--- config.mk ---
export PLATFORM = sky130hd
export DESIGN_NAME = tdm_fg_gen
export DESIGN_NICKNAME = d
export VERILOG_FILES = /design/src/rtl/tdm_fg_pkg.sv /design/src/rtl/tdm_fg_edge.sv /design/src/rtl/tdm_fg_count.sv /design/src/rtl/tdm_fg_frame.sv /design/src/rtl/tdm_fg_gen.sv
export SDC_FILE = /design/constraint.sdc
export NUM_CORES = 1
export LEC_CHECK = 0
export CAP_MARGIN = 20
export CORE_MARGIN = 5
export CORE_UTILIZATION = 49
export DETAILED_ROUTE_END_ITERATION = 10
export PLACE_DENSITY = 0.79
export SLEW_MARGIN = 25
export SYNTH_ARGS = -nofsm -noshare
export SYNTH_HDL_FRONTEND = slang
export SYNTH_SLANG_ARGS = --single-unit
--- constraint.sdc ---
create_clock -name clk -period 6 [get_ports clk]
set_clock_uncertainty 0.2 [all_clocks]
set_input_delay 1.2 -clock clk [delete_from_list [all_inputs] [get_ports clk]]
set_output_delay 1.2 -clock clk [all_outputs]
set_load 0.005 [all_outputs]
--- src/rtl/tdm_fg_pkg.sv ---
package tdm_fg_pkg;

  typedef enum logic [1:0] {
    FMT_WORD_EARLY_LOW = 2'd0,
    FMT_WORD_ALIGNED   = 2'd1,
    FMT_BIT_EARLY      = 2'd2,
    FMT_BIT_ALIGNED    = 2'd3
  } fmt_e;

  // sync leads the first data bit by one bit clock
  function automatic logic fmt_early(input logic [1:0] m);
    return (m == FMT_WORD_EARLY_LOW) || (m == FMT_BIT_EARLY);
  endfunction

  // sync lasts a whole slot rather than one bit
  function automatic logic fmt_wide(input logic [1:0] m);
    return (m == FMT_WORD_EARLY_LOW) || (m == FMT_WORD_ALIGNED);
  endfunction

  function automatic logic fmt_low(input logic [1:0] m);
    return (m == FMT_WORD_EARLY_LOW);
  endfunction

endpackage

--- src/rtl/tdm_fg_edge.sv ---
module tdm_fg_edge (
  input  logic clk,
  input  logic rst_n,
  input  logic en_i,
  input  logic gen_i,
  input  logic inv_i,
  input  logic tick_i,
  input  logic ext_bclk_i,
  input  logic ext_fs_i,
  output logic phase_o,
  output logic step_o,
  output logic fs_smp_o
);

  logic       phase_q, phase_d;
  logic [2:0] bs_q, bs_d;
  logic [1:0] fs_q, fs_d;
  logic       norm_now, norm_prev;

  always_comb begin
    phase_d = phase_q;
    if (!en_i || !gen_i) begin
      phase_d = 1'b0;
    end else if (tick_i) begin
      phase_d = ~phase_q;
    end
    bs_d = {bs_q[1:0], ext_bclk_i};
    fs_d = {fs_q[0], ext_fs_i};
  end

  always_ff @(posedge clk or negedge rst_n) begin
    if (!rst_n) begin
      phase_q <= 1'b0;
      bs_q    <= 3'b000;
      fs_q    <= 2'b00;
    end else begin
      phase_q <= phase_d;
      bs_q    <= bs_d;
      fs_q    <= fs_d;
    end
  end

  assign norm_now  = bs_q[1] ^ inv_i;
  assign norm_prev = bs_q[2] ^ inv_i;

  assign step_o   = en_i && (gen_i ? (tick_i && phase_q) : (norm_prev && !norm_now));
  assign phase_o  = phase_q;
  assign fs_smp_o = fs_q[1];

endmodule

--- src/rtl/tdm_fg_count.sv ---
module tdm_fg_count #(
  parameter int SLOT_W = 3,
  parameter int POS_W  = 5
) (
  input  logic              clk,
  input  logic              rst_n,
  input  logic              en_i,
  input  logic              step_i,
  input  logic              load_i,
  input  logic [SLOT_W-1:0] last_slot_i,
  input  logic [POS_W-1:0]  last_pos_i,
  input  logic [SLOT_W-1:0] tgt_slot_i,
  input  logic [POS_W-1:0]  tgt_pos_i,
  output logic [SLOT_W-1:0] slot_o,
  output logic [POS_W-1:0]  pos_o,
  output logic [SLOT_W-1:0] adv_slot_o,
  output logic [POS_W-1:0]  adv_pos_o,
  output logic [SLOT_W-1:0] nxt_slot_o,
  output logic [POS_W-1:0]  nxt_pos_o
);

  logic [SLOT_W-1:0] slot_q, slot_d;
  logic [POS_W-1:0]  pos_q, pos_d;

  always_comb begin
    if (pos_q >= last_pos_i) begin
      adv_pos_o  = '0;
      adv_slot_o = (slot_q >= last_slot_i) ? '0 : slot_q + 1'b1;
    end else begin
      adv_pos_o  = pos_q + 1'b1;
      adv_slot_o = slot_q;
    end
    nxt_slot_o = load_i ? tgt_slot_i : adv_slot_o;
    nxt_pos_o  = load_i ? tgt_pos_i  : adv_pos_o;

    slot_d = slot_q;
    pos_d  = pos_q;
    if (!en_i) begin
      slot_d = last_slot_i;
      pos_d  = last_pos_i;
    end else if (step_i) begin
      slot_d = nxt_slot_o;
      pos_d  = nxt_pos_o;
    end
  end

  always_ff @(posedge clk or negedge rst_n) begin
    if (!rst_n) begin
      slot_q <= '0;
      pos_q  <= '0;
    end else begin
      slot_q <= slot_d;
      pos_q  <= pos_d;
    end
  end

  assign slot_o = slot_q;
  assign pos_o  = pos_q;

endmodule

--- src/rtl/tdm_fg_frame.sv ---
module tdm_fg_frame
  import tdm_fg_pkg::*;
#(
  parameter int SLOT_W = 3,
  parameter int POS_W  = 5
) (
  input  logic [1:0]        mode_i,
  input  logic [SLOT_W-1:0] slot_i,
  input  logic [POS_W-1:0]  pos_i,
  input  logic [SLOT_W-1:0] last_slot_i,
  input  logic [POS_W-1:0]  last_pos_i,
  output logic              active_o,
  output logic              low_o,
  output logic [SLOT_W-1:0] tgt_slot_o,
  output logic [POS_W-1:0]  tgt_pos_o
);

  logic              early, wide;
  logic [SLOT_W-1:0] look_slot;
  logic [POS_W-1:0]  look_pos;

  always_comb begin
    early = fmt_early(mode_i);
    wide  = fmt_wide(mode_i);
    low_o = fmt_low(mode_i);

    // an early framing sees the position one bit ahead
    look_slot = slot_i;
    look_pos  = pos_i;
    if (early) begin
      if (pos_i >= last_pos_i) begin
        look_pos  = '0;
        look_slot = (slot_i >= last_slot_i) ? '0 : slot_i + 1'b1;
      end else begin
        look_pos  = pos_i + 1'b1;
      end
    end

    active_o = wide ? (look_slot == '0) : ((look_slot == '0) && (look_pos == '0));

    tgt_slot_o = early ? last_slot_i : '0;
    tgt_pos_o  = early ? last_pos_i  : '0;
  end

endmodule

--- src/rtl/tdm_fg_gen.sv ---
module tdm_fg_gen #(
  parameter int MAX_SLOTS = 8,
  parameter int MAX_WIDTH = 32,
  localparam int SLOT_W = $clog2(MAX_SLOTS),
  localparam int CNT_W  = SLOT_W + 1,
  localparam int POS_W  = $clog2(MAX_WIDTH),
  localparam int WID_W  = POS_W + 1
) (
  input  logic                 clk,
  input  logic                 rst_n,
  input  logic                 enable_i,
  input  logic [1:0]           mode_i,
  input  logic                 bclk_gen_i,
  input  logic                 fs_gen_i,
  input  logic                 bclk_inv_i,
  input  logic                 fs_inv_i,
  input  logic                 lsb_first_i,
  input  logic [CNT_W-1:0]     num_slots_i,
  input  logic [WID_W-1:0]     slot_width_i,
  input  logic [WID_W-1:0]     word_width_i,
  input  logic [CNT_W-1:0]     channels_i,
  input  logic [MAX_SLOTS-1:0] slot_mask_i,
  input  logic                 bit_tick_i,
  input  logic                 ext_bclk_i,
  input  logic                 ext_fs_i,
  output logic                 bclk_o,
  output logic                 fs_o,
  output logic                 step_o,
  output logic [SLOT_W-1:0]    slot_idx_o,
  output logic [POS_W-1:0]     bit_idx_o,
  output logic [POS_W-1:0]     data_bit_o,
  output logic                 data_valid_o,
  output logic                 slot_active_o,
  output logic                 frame_end_o,
  output logic                 sync_err_o
);

  logic [CNT_W-1:0]  eff_slots;
  logic [SLOT_W-1:0] last_slot;
  logic [POS_W-1:0]  last_pos;
  logic              phase, step, fs_smp;
  logic              active, low;
  logic [SLOT_W-1:0] tgt_slot, adv_slot, nxt_slot, slot_q;
  logic [POS_W-1:0]  tgt_pos, adv_pos, nxt_pos, pos_q;
  logic              fs_norm, fs_edge, mis_place;

  logic step_q, step_d;
  logic fend_q, fend_d;
  logic err_q, err_d;
  logic fsp_q, fsp_d;
  logic lock_q, lock_d;

  assign eff_slots = (num_slots_i < CNT_W'(2)) ? CNT_W'(2) : num_slots_i;
  assign last_slot = SLOT_W'(eff_slots - CNT_W'(1));
  assign last_pos  = POS_W'(slot_width_i - WID_W'(1));

  tdm_fg_edge u_edge (
    .clk       (clk),
    .rst_n     (rst_n),
    .en_i      (enable_i),
    .gen_i     (bclk_gen_i),
    .inv_i     (bclk_inv_i),
    .tick_i    (bit_tick_i),
    .ext_bclk_i(ext_bclk_i),
    .ext_fs_i  (ext_fs_i),
    .phase_o   (phase),
    .step_o    (step),
    .fs_smp_o  (fs_smp)
  );

  tdm_fg_frame #(.SLOT_W(SLOT_W), .POS_W(POS_W)) u_frame (
    .mode_i     (mode_i),
    .slot_i     (slot_q),
    .pos_i      (pos_q),
    .last_slot_i(last_slot),
    .last_pos_i (last_pos),
    .active_o   (active),
    .low_o      (low),
    .tgt_slot_o (tgt_slot),
    .tgt_pos_o  (tgt_pos)
  );

  tdm_fg_count #(.SLOT_W(SLOT_W), .POS_W(POS_W)) u_count (
    .clk        (clk),
    .rst_n      (rst_n),
    .en_i       (enable_i),
    .step_i     (step),
    .load_i     (fs_edge),
    .last_slot_i(last_slot),
    .last_pos_i (last_pos),
    .tgt_slot_i (tgt_slot),
    .tgt_pos_i  (tgt_pos),
    .slot_o     (slot_q),
    .pos_o      (pos_q),
    .adv_slot_o (adv_slot),
    .adv_pos_o  (adv_pos),
    .nxt_slot_o (nxt_slot),
    .nxt_pos_o  (nxt_pos)
  );

  // external sync, normalized so that 1 means asserted
  assign fs_norm   = fs_smp ^ low ^ fs_inv_i;
  assign fs_edge   = !fs_gen_i && step && fs_norm && !fsp_q;
  assign mis_place = (adv_slot != tgt_slot) || (adv_pos != tgt_pos);

  always_comb begin
    step_d = step;
    fend_d = step && (nxt_slot == last_slot) && (nxt_pos == last_pos);
    err_d  = fs_edge && lock_q && mis_place;
    fsp_d  = fsp_q;
    lock_d = lock_q;
    if (!enable_i) begin
      fsp_d  = 1'b0;
      lock_d = 1'b0;
    end else begin
      if (step)    fsp_d  = fs_norm;
      if (fs_edge) lock_d = 1'b1;
    end
  end

  always_ff @(posedge clk or negedge rst_n) begin
    if (!rst_n) begin
      step_q <= 1'b0;
      fend_q <= 1'b0;
      err_q  <= 1'b0;
      fsp_q  <= 1'b0;
      lock_q <= 1'b0;
    end else begin
      step_q <= step_d;
      fend_q <= fend_d;
      err_q  <= err_d;
      fsp_q  <= fsp_d;
      lock_q <= lock_d;
    end
  end

  assign bclk_o        = phase ^ bclk_inv_i;
  assign fs_o          = (enable_i && active) ^ low ^ fs_inv_i;
  assign step_o        = step_q;
  assign frame_end_o   = fend_q;
  assign sync_err_o    = err_q;
  assign slot_idx_o    = slot_q;
  assign bit_idx_o     = pos_q;
  assign slot_active_o = !slot_mask_i[slot_q] && ({1'b0, slot_q} < channels_i);
  assign data_valid_o  = enable_i && slot_active_o && ({1'b0, pos_q} < word_width_i);
  assign data_bit_o    = lsb_first_i ? pos_q
                                     : POS_W'(word_width_i - WID_W'(1) - {1'b0, pos_q});

endmodule

==> results by stage <==
Detailed routing:
- The detailed router placed around 2300 vias in this run.
- The via density per instance is between 5 and 6.
- The first-pass detailed-route iteration total is 4.
- The post-detailed-route DRC marker count is 0.
- The detailed router finished its first iteration with 153 violations.
- The routed design has roughly 6.0 mm of wire.
- The mean routed wirelength per cell is between 15 and 20 um.
- The post-route antenna net violation count is 0.

Hold path:
- Along the worst hold path, the cell count comes to 0.
- The worst hold path terminates at u_edge.bs_q[1].
- The startpoint identified for the worst hold timing path is u_edge.bs_q[0].
- The worst hold path belongs to the class reg -> reg.

Pwr:
- The switching fraction of total power is 0.389.
- The switching power total is 0.240 mW.
- The power per standard cell area is 206 nW/um^2.
- The internal power is ~0.38 mW.
- The share of total power dissipated in sequential elements is 0.269.
- The share of total power dissipated in combinational logic is 0.587.
- The highest ir drop seen on vdd is between 90 and 100 uV.
- The leakage power figure is ~1.3 nW.
- The fraction of power consumed by the clock network is 0.144.

Cells and area:
- The area overhead of the layout relative to synthesis is 38.0%.
- The total of fill cells in the finished design is between 300 and 400.
- The number of nets in the layout is about 400.
- The number of antenna diodes in the final layout is 0.
- At the end of the flow the core is filled with cells to 0.692.
- The share of cells above drive strength 1 is 0.118.
- The count of cells in the finished layout, fillers not included, comes to just under 400.

Clock network:
- The clock sink count is 19.
- The count of hold-fix buffers inserted at cts is 0.
- The number of buffers between clock root and the deepest sink is 2.
- Counting the buffers created by CTS gives 3.
- Clock-pin slew was measured on the worst setup and hold paths at 0.07 ns.
- The TritonCTS clock tree is yes.
- In this run the clock root is driven by a sky130_fd_sc_hd__clkbuf_8.
- The number of levels in the clock H-tree is 1.
- At the later pin of the worst-skew pair, clock insertion delay measures around 0.25 ns.

Setup path:
- Data on the critical path is required at its endpoint by ~4.6 ns.
- The startpoint-to-endpoint class of the critical path is in -> out.
- STA puts the critical path data arrival time at between 4 and 5 ns.
- The depth of the most critical reg-to-reg path is 11.
- The worst reg-to-reg setup slack is ~2.6 ns.
- The startpoint class of the critical path is an input pin.
- The library cell contributing the largest single delay on the critical path is sky130_fd_sc_hd__clkdlybuf4s50_1.
- The largest fanout of any net on the critical path is 3.
- The cell family contributing the most delay on the critical path is adder cells.
- The sort of element at the end of the critical path is an output port.
- The critical path goes through clkdlybuf4s50_1, inv_1, ha_1, xnor2_2, ha_1, a21oi_1, o21ai_0, maj3_2, a21oi_4, mux2i_2, nand3_1, mux2i_1, nor4_2, dlygate4sd2_1.
- The startpoint of the worst register-to-register path is u_count.slot_o[0].
- The worst flop-to-flop path endpoint is frame_end_o.
- The largest single stage delay on the critical path is 0.48 ns.
- Counting both buffers and inverters, the worst setup path holds a total of 3.
- The cell seen most often among critical-path stages is sky130_fd_sc_hd__ha_1.

Synth:
- The number of different library cells used by synthesis comes to 56.
- After technology mapping, the gate count stands at between 200 and 300.
- The summed instance area of the synthesized netlist is 2170 sq um.
- In the post-synthesis netlist, the biggest area contributors are sky130_fd_sc_hd__dfrtp_1 22%, sky130_fd_sc_hd__ha_1 12%, sky130_fd_sc_hd__a21oi_1 5.5%, sky130_fd_sc_hd__xnor2_1 4.8%, sky130_fd_sc_hd__o21ai_0 4.2%.
- For this run, asynchronously set or reset flops after synthesis account for 1.00.
- For this run, the number of Yosys warnings is 0.
- The most used flip-flop cell after synthesis is sky130_fd_sc_hd__dfrtp_1.
- The average size of a mapped cell is 8.13 sq um.
- Counting flops with a built-in enable in the synthesized netlist gives 0.
- The library cell with the largest summed area after synthesis is sky130_fd_sc_hd__dfrtp_1.
- The fraction of synthesized cell area taken by the top area cell type is 0.219.
- The register bit count reported by yosys is 19.
- The share of the Yosys chip area taken by registers is 0.219.
- When the netlist entered floorplanning its net count stood at ~330.

STA:
- Headroom to the max-slew limit came out at 0.422.
- Setup repair after global routing left no endpoint under its margin.
- The final number of hold-violating endpoints came to 0.
- Subtracting the final worst setup slack from the clock period gives between 5 and 6 ns.
- Timing would allow up to around 170 MHz.
- The final critical-path share of the clock period is 0.970.
- The setup violation total in the final timing report is 0.
- The worst slack on hold paths is 0.151 ns.
- The number of max-slew violations in the final report is 0.
- For the pin with the worst max-slew slack, the measured transition is between 0.8 and 0.9 ns.

Die:
- The initial cell density of the core is 0.502.
- During I/O placement, the number of pins put on the boundary was 61.
- In this run the standard cell core region covers approximately 4300 sq um.
- In this run the core area contains 24 standard-cell rows.
- The die footprint is a little under 6000 sq um.
- The height of the chip is 76.5 um.
- The width of the chip is approximately 77 um.

Global routing:
- Entering global routing, the biggest net connects 20 pins.
- The number of antenna violations at the first check in global routing is 0.
- The via count of the first global-routing pass is 2100.
- For this run, the total global-route usage over all layers was measured as 0.199.
- The first global-routing pass estimated between 9 and 10 mm of wire.
- The total congestion overflow after global routing is 0.

Flow run:
- The max-cap violation count is 0.

Outcome:
- The run finished with clean final reports.

Place:
- In this run, placement finished with an instance count of 385.
- The last weighted congestion value of the routability-driven placer is 0.940.
- Summed over all nets, the half-perimeter wirelength after detailed placement is ~4.8 mm.
- The number of input and output port buffers inserted is just under 60.
-- final cells by class --
cell class,count,area [sq um],area share
Timing Repair Buffer,78,732,0.244
Clock buffer,3,41.3,0.0138
Sequential cell,19,475,0.159
Clock inverter,1,5.00,0.00167
Inverter,17,63.8,0.0213
Multi-Input combinational cell,220,1610,0.538
Tap cell,52,65.1,0.0217
-- how the worst max path moves through the flow --
stage	start	end	slack [ns]	cells past startpoint
floorplan	num_slots_i[1]	fs_o	0.62	10
global placement	slot_width_i[0]	fs_o	-0.11	14
detailed placement	slot_width_i[0]	fs_o	-0.36	14
CTS	slot_width_i[0]	fs_o	0.16	14
global route	slot_width_i[0]	fs_o	0.02	14
finish	slot_width_i[0]	fs_o	0.18	14
-- layer usage --
layer,GRT usage,share of wire
met5,0,0
met4,0.0332,0.0035
met1,0.280,0.42
met2,0.336,0.51
met3,0.0142,0.066
-- Yosys cell counts (3+ instances only) --
library cell               number
sky130_fd_sc_hd__a21oi_1       24
sky130_fd_sc_hd__o21ai_0       18
sky130_fd_sc_hd__xor2_1         6
sky130_fd_sc_hd__o22ai_1        6
sky130_fd_sc_hd__mux2_2         3
sky130_fd_sc_hd__mux2i_1        5
sky130_fd_sc_hd__nor4_1         3
sky130_fd_sc_hd__dfrtp_1       19
sky130_fd_sc_hd__o211ai_1       3
sky130_fd_sc_hd__nand3_1        7
sky130_fd_sc_hd__xnor2_1       12
sky130_fd_sc_hd__ha_1          20
sky130_fd_sc_hd__clkbuf_1      10
sky130_fd_sc_hd__nand2_1       16
sky130_fd_sc_hd__nor3_1         8
sky130_fd_sc_hd__inv_1         17
sky130_fd_sc_hd__a21o_1         5
sky130_fd_sc_hd__nor2_1        23
sky130_fd_sc_hd__nor2b_1        6
sky130_fd_sc_hd__and3_1         3
sky130_fd_sc_hd__a31oi_1        5
sky130_fd_sc_hd__nand2b_1       5
-- cell usage in the layout, fill, tap and decap left out, drive strengths merged, types with 2 or more instances in the layout --
cell type | netlist | final
clkdlybuf4s50 | 0 | 58
a21oi | 25 | 25
nor2 | 23 | 23
ha | 20 | 20
dfrtp | 19 | 19
buf | 1 | 19
o21ai | 18 | 18
inv | 17 | 17
nand2 | 16 | 16
xnor2 | 14 | 14
nor3 | 9 | 9
nand3 | 7 | 7
xor2 | 6 | 6
nor2b | 6 | 6
o22ai | 6 | 6
a21o | 5 | 5
nand2b | 5 | 5
a31oi | 5 | 5
mux2i | 5 | 5
mux2 | 4 | 4
o211ai | 3 | 3
and3 | 3 | 3
clkbuf | 10 | 3
maj3 | 3 | 3
nor4 | 3 | 3
a211o | 2 | 2
a211oi | 2 | 2
and4 | 2 | 2
nand4 | 2 | 2
mux4 | 2 | 2
o311ai | 2 | 2
o31ai | 2 | 2
-- per-stage QoR --
step	setup slack, ns	power (mW)	area (sq um)	setup TNS (ns)
floorplan	0.623	0.377	2170	0
global placement	-0.111	0.513	2910	-0.111
detailed placement	-0.357	0.520	2910	-0.357
CTS	0.159	0.616	2990	0
global route	0.0235	0.664	2990	0
finish	0.182	0.616	2990	0
-- sequential cells by signal, summed over array words and instances (netlist names) --
name,cells
lock_q,1
step_o,1
u_edge.phase_o,1
sync_err_o,1
u_edge.bs_q,3
frame_end_o,1
u_count.pos_o,5
fsp_q,1
u_count.slot_o,3
u_edge.fs_q,2
-- power groups by stage --
stage,sequential [mW],combinational [mW],clock (mW)
2_1_floorplan,0.154,0.223,0
3_3_place_gp,0.168,0.345,0
3_5_place_dp,0.168,0.352,0
4_1_cts,0.166,0.361,0.0894
5_1_grt,0.169,0.397,0.0975
6_report,0.166,0.362,0.0890
-- what timing repair did --
item	CTS	global route
resized for setup	6	0
setup endpoints to repair	1	0
setup buffers	1	0
-- worst register-to-register path: stages, from the launching register on --
cell and delay (ns):
sky130_fd_sc_hd__dfrtp_1 0.54, sky130_fd_sc_hd__inv_1 0.13, sky130_fd_sc_hd__ha_1 0.30, sky130_fd_sc_hd__nand2b_1 0.15, sky130_fd_sc_hd__maj3_1 0.38, sky130_fd_sc_hd__maj3_1 0.38
sky130_fd_sc_hd__buf_4 0.14, sky130_fd_sc_hd__nor2b_1 0.16, sky130_fd_sc_hd__mux2i_1 0.15, sky130_fd_sc_hd__xnor2_1 0.17, sky130_fd_sc_hd__a31oi_1 0.09, sky130_fd_sc_hd__nor4_1 0.45
-- logic make-up (layout without fill, tap and decap cells) --
| family | after synthesis | in the layout | share of synthesized area |
|---|---|---|---|
| fa+ha+maj | 24 | 24 | 0.139 |
| compound gates | 84 | 84 | 0.246 |
| flops | 19 | 19 | 0.219 |
| mux | 11 | 11 | 0.0663 |
| xor+xnor | 20 | 20 | 0.0877 |
| simple gates | 81 | 81 | 0.190 |
| buf+inv | 28 | 99 | 0.0519 |
Power figures use the tool's default switching activity.
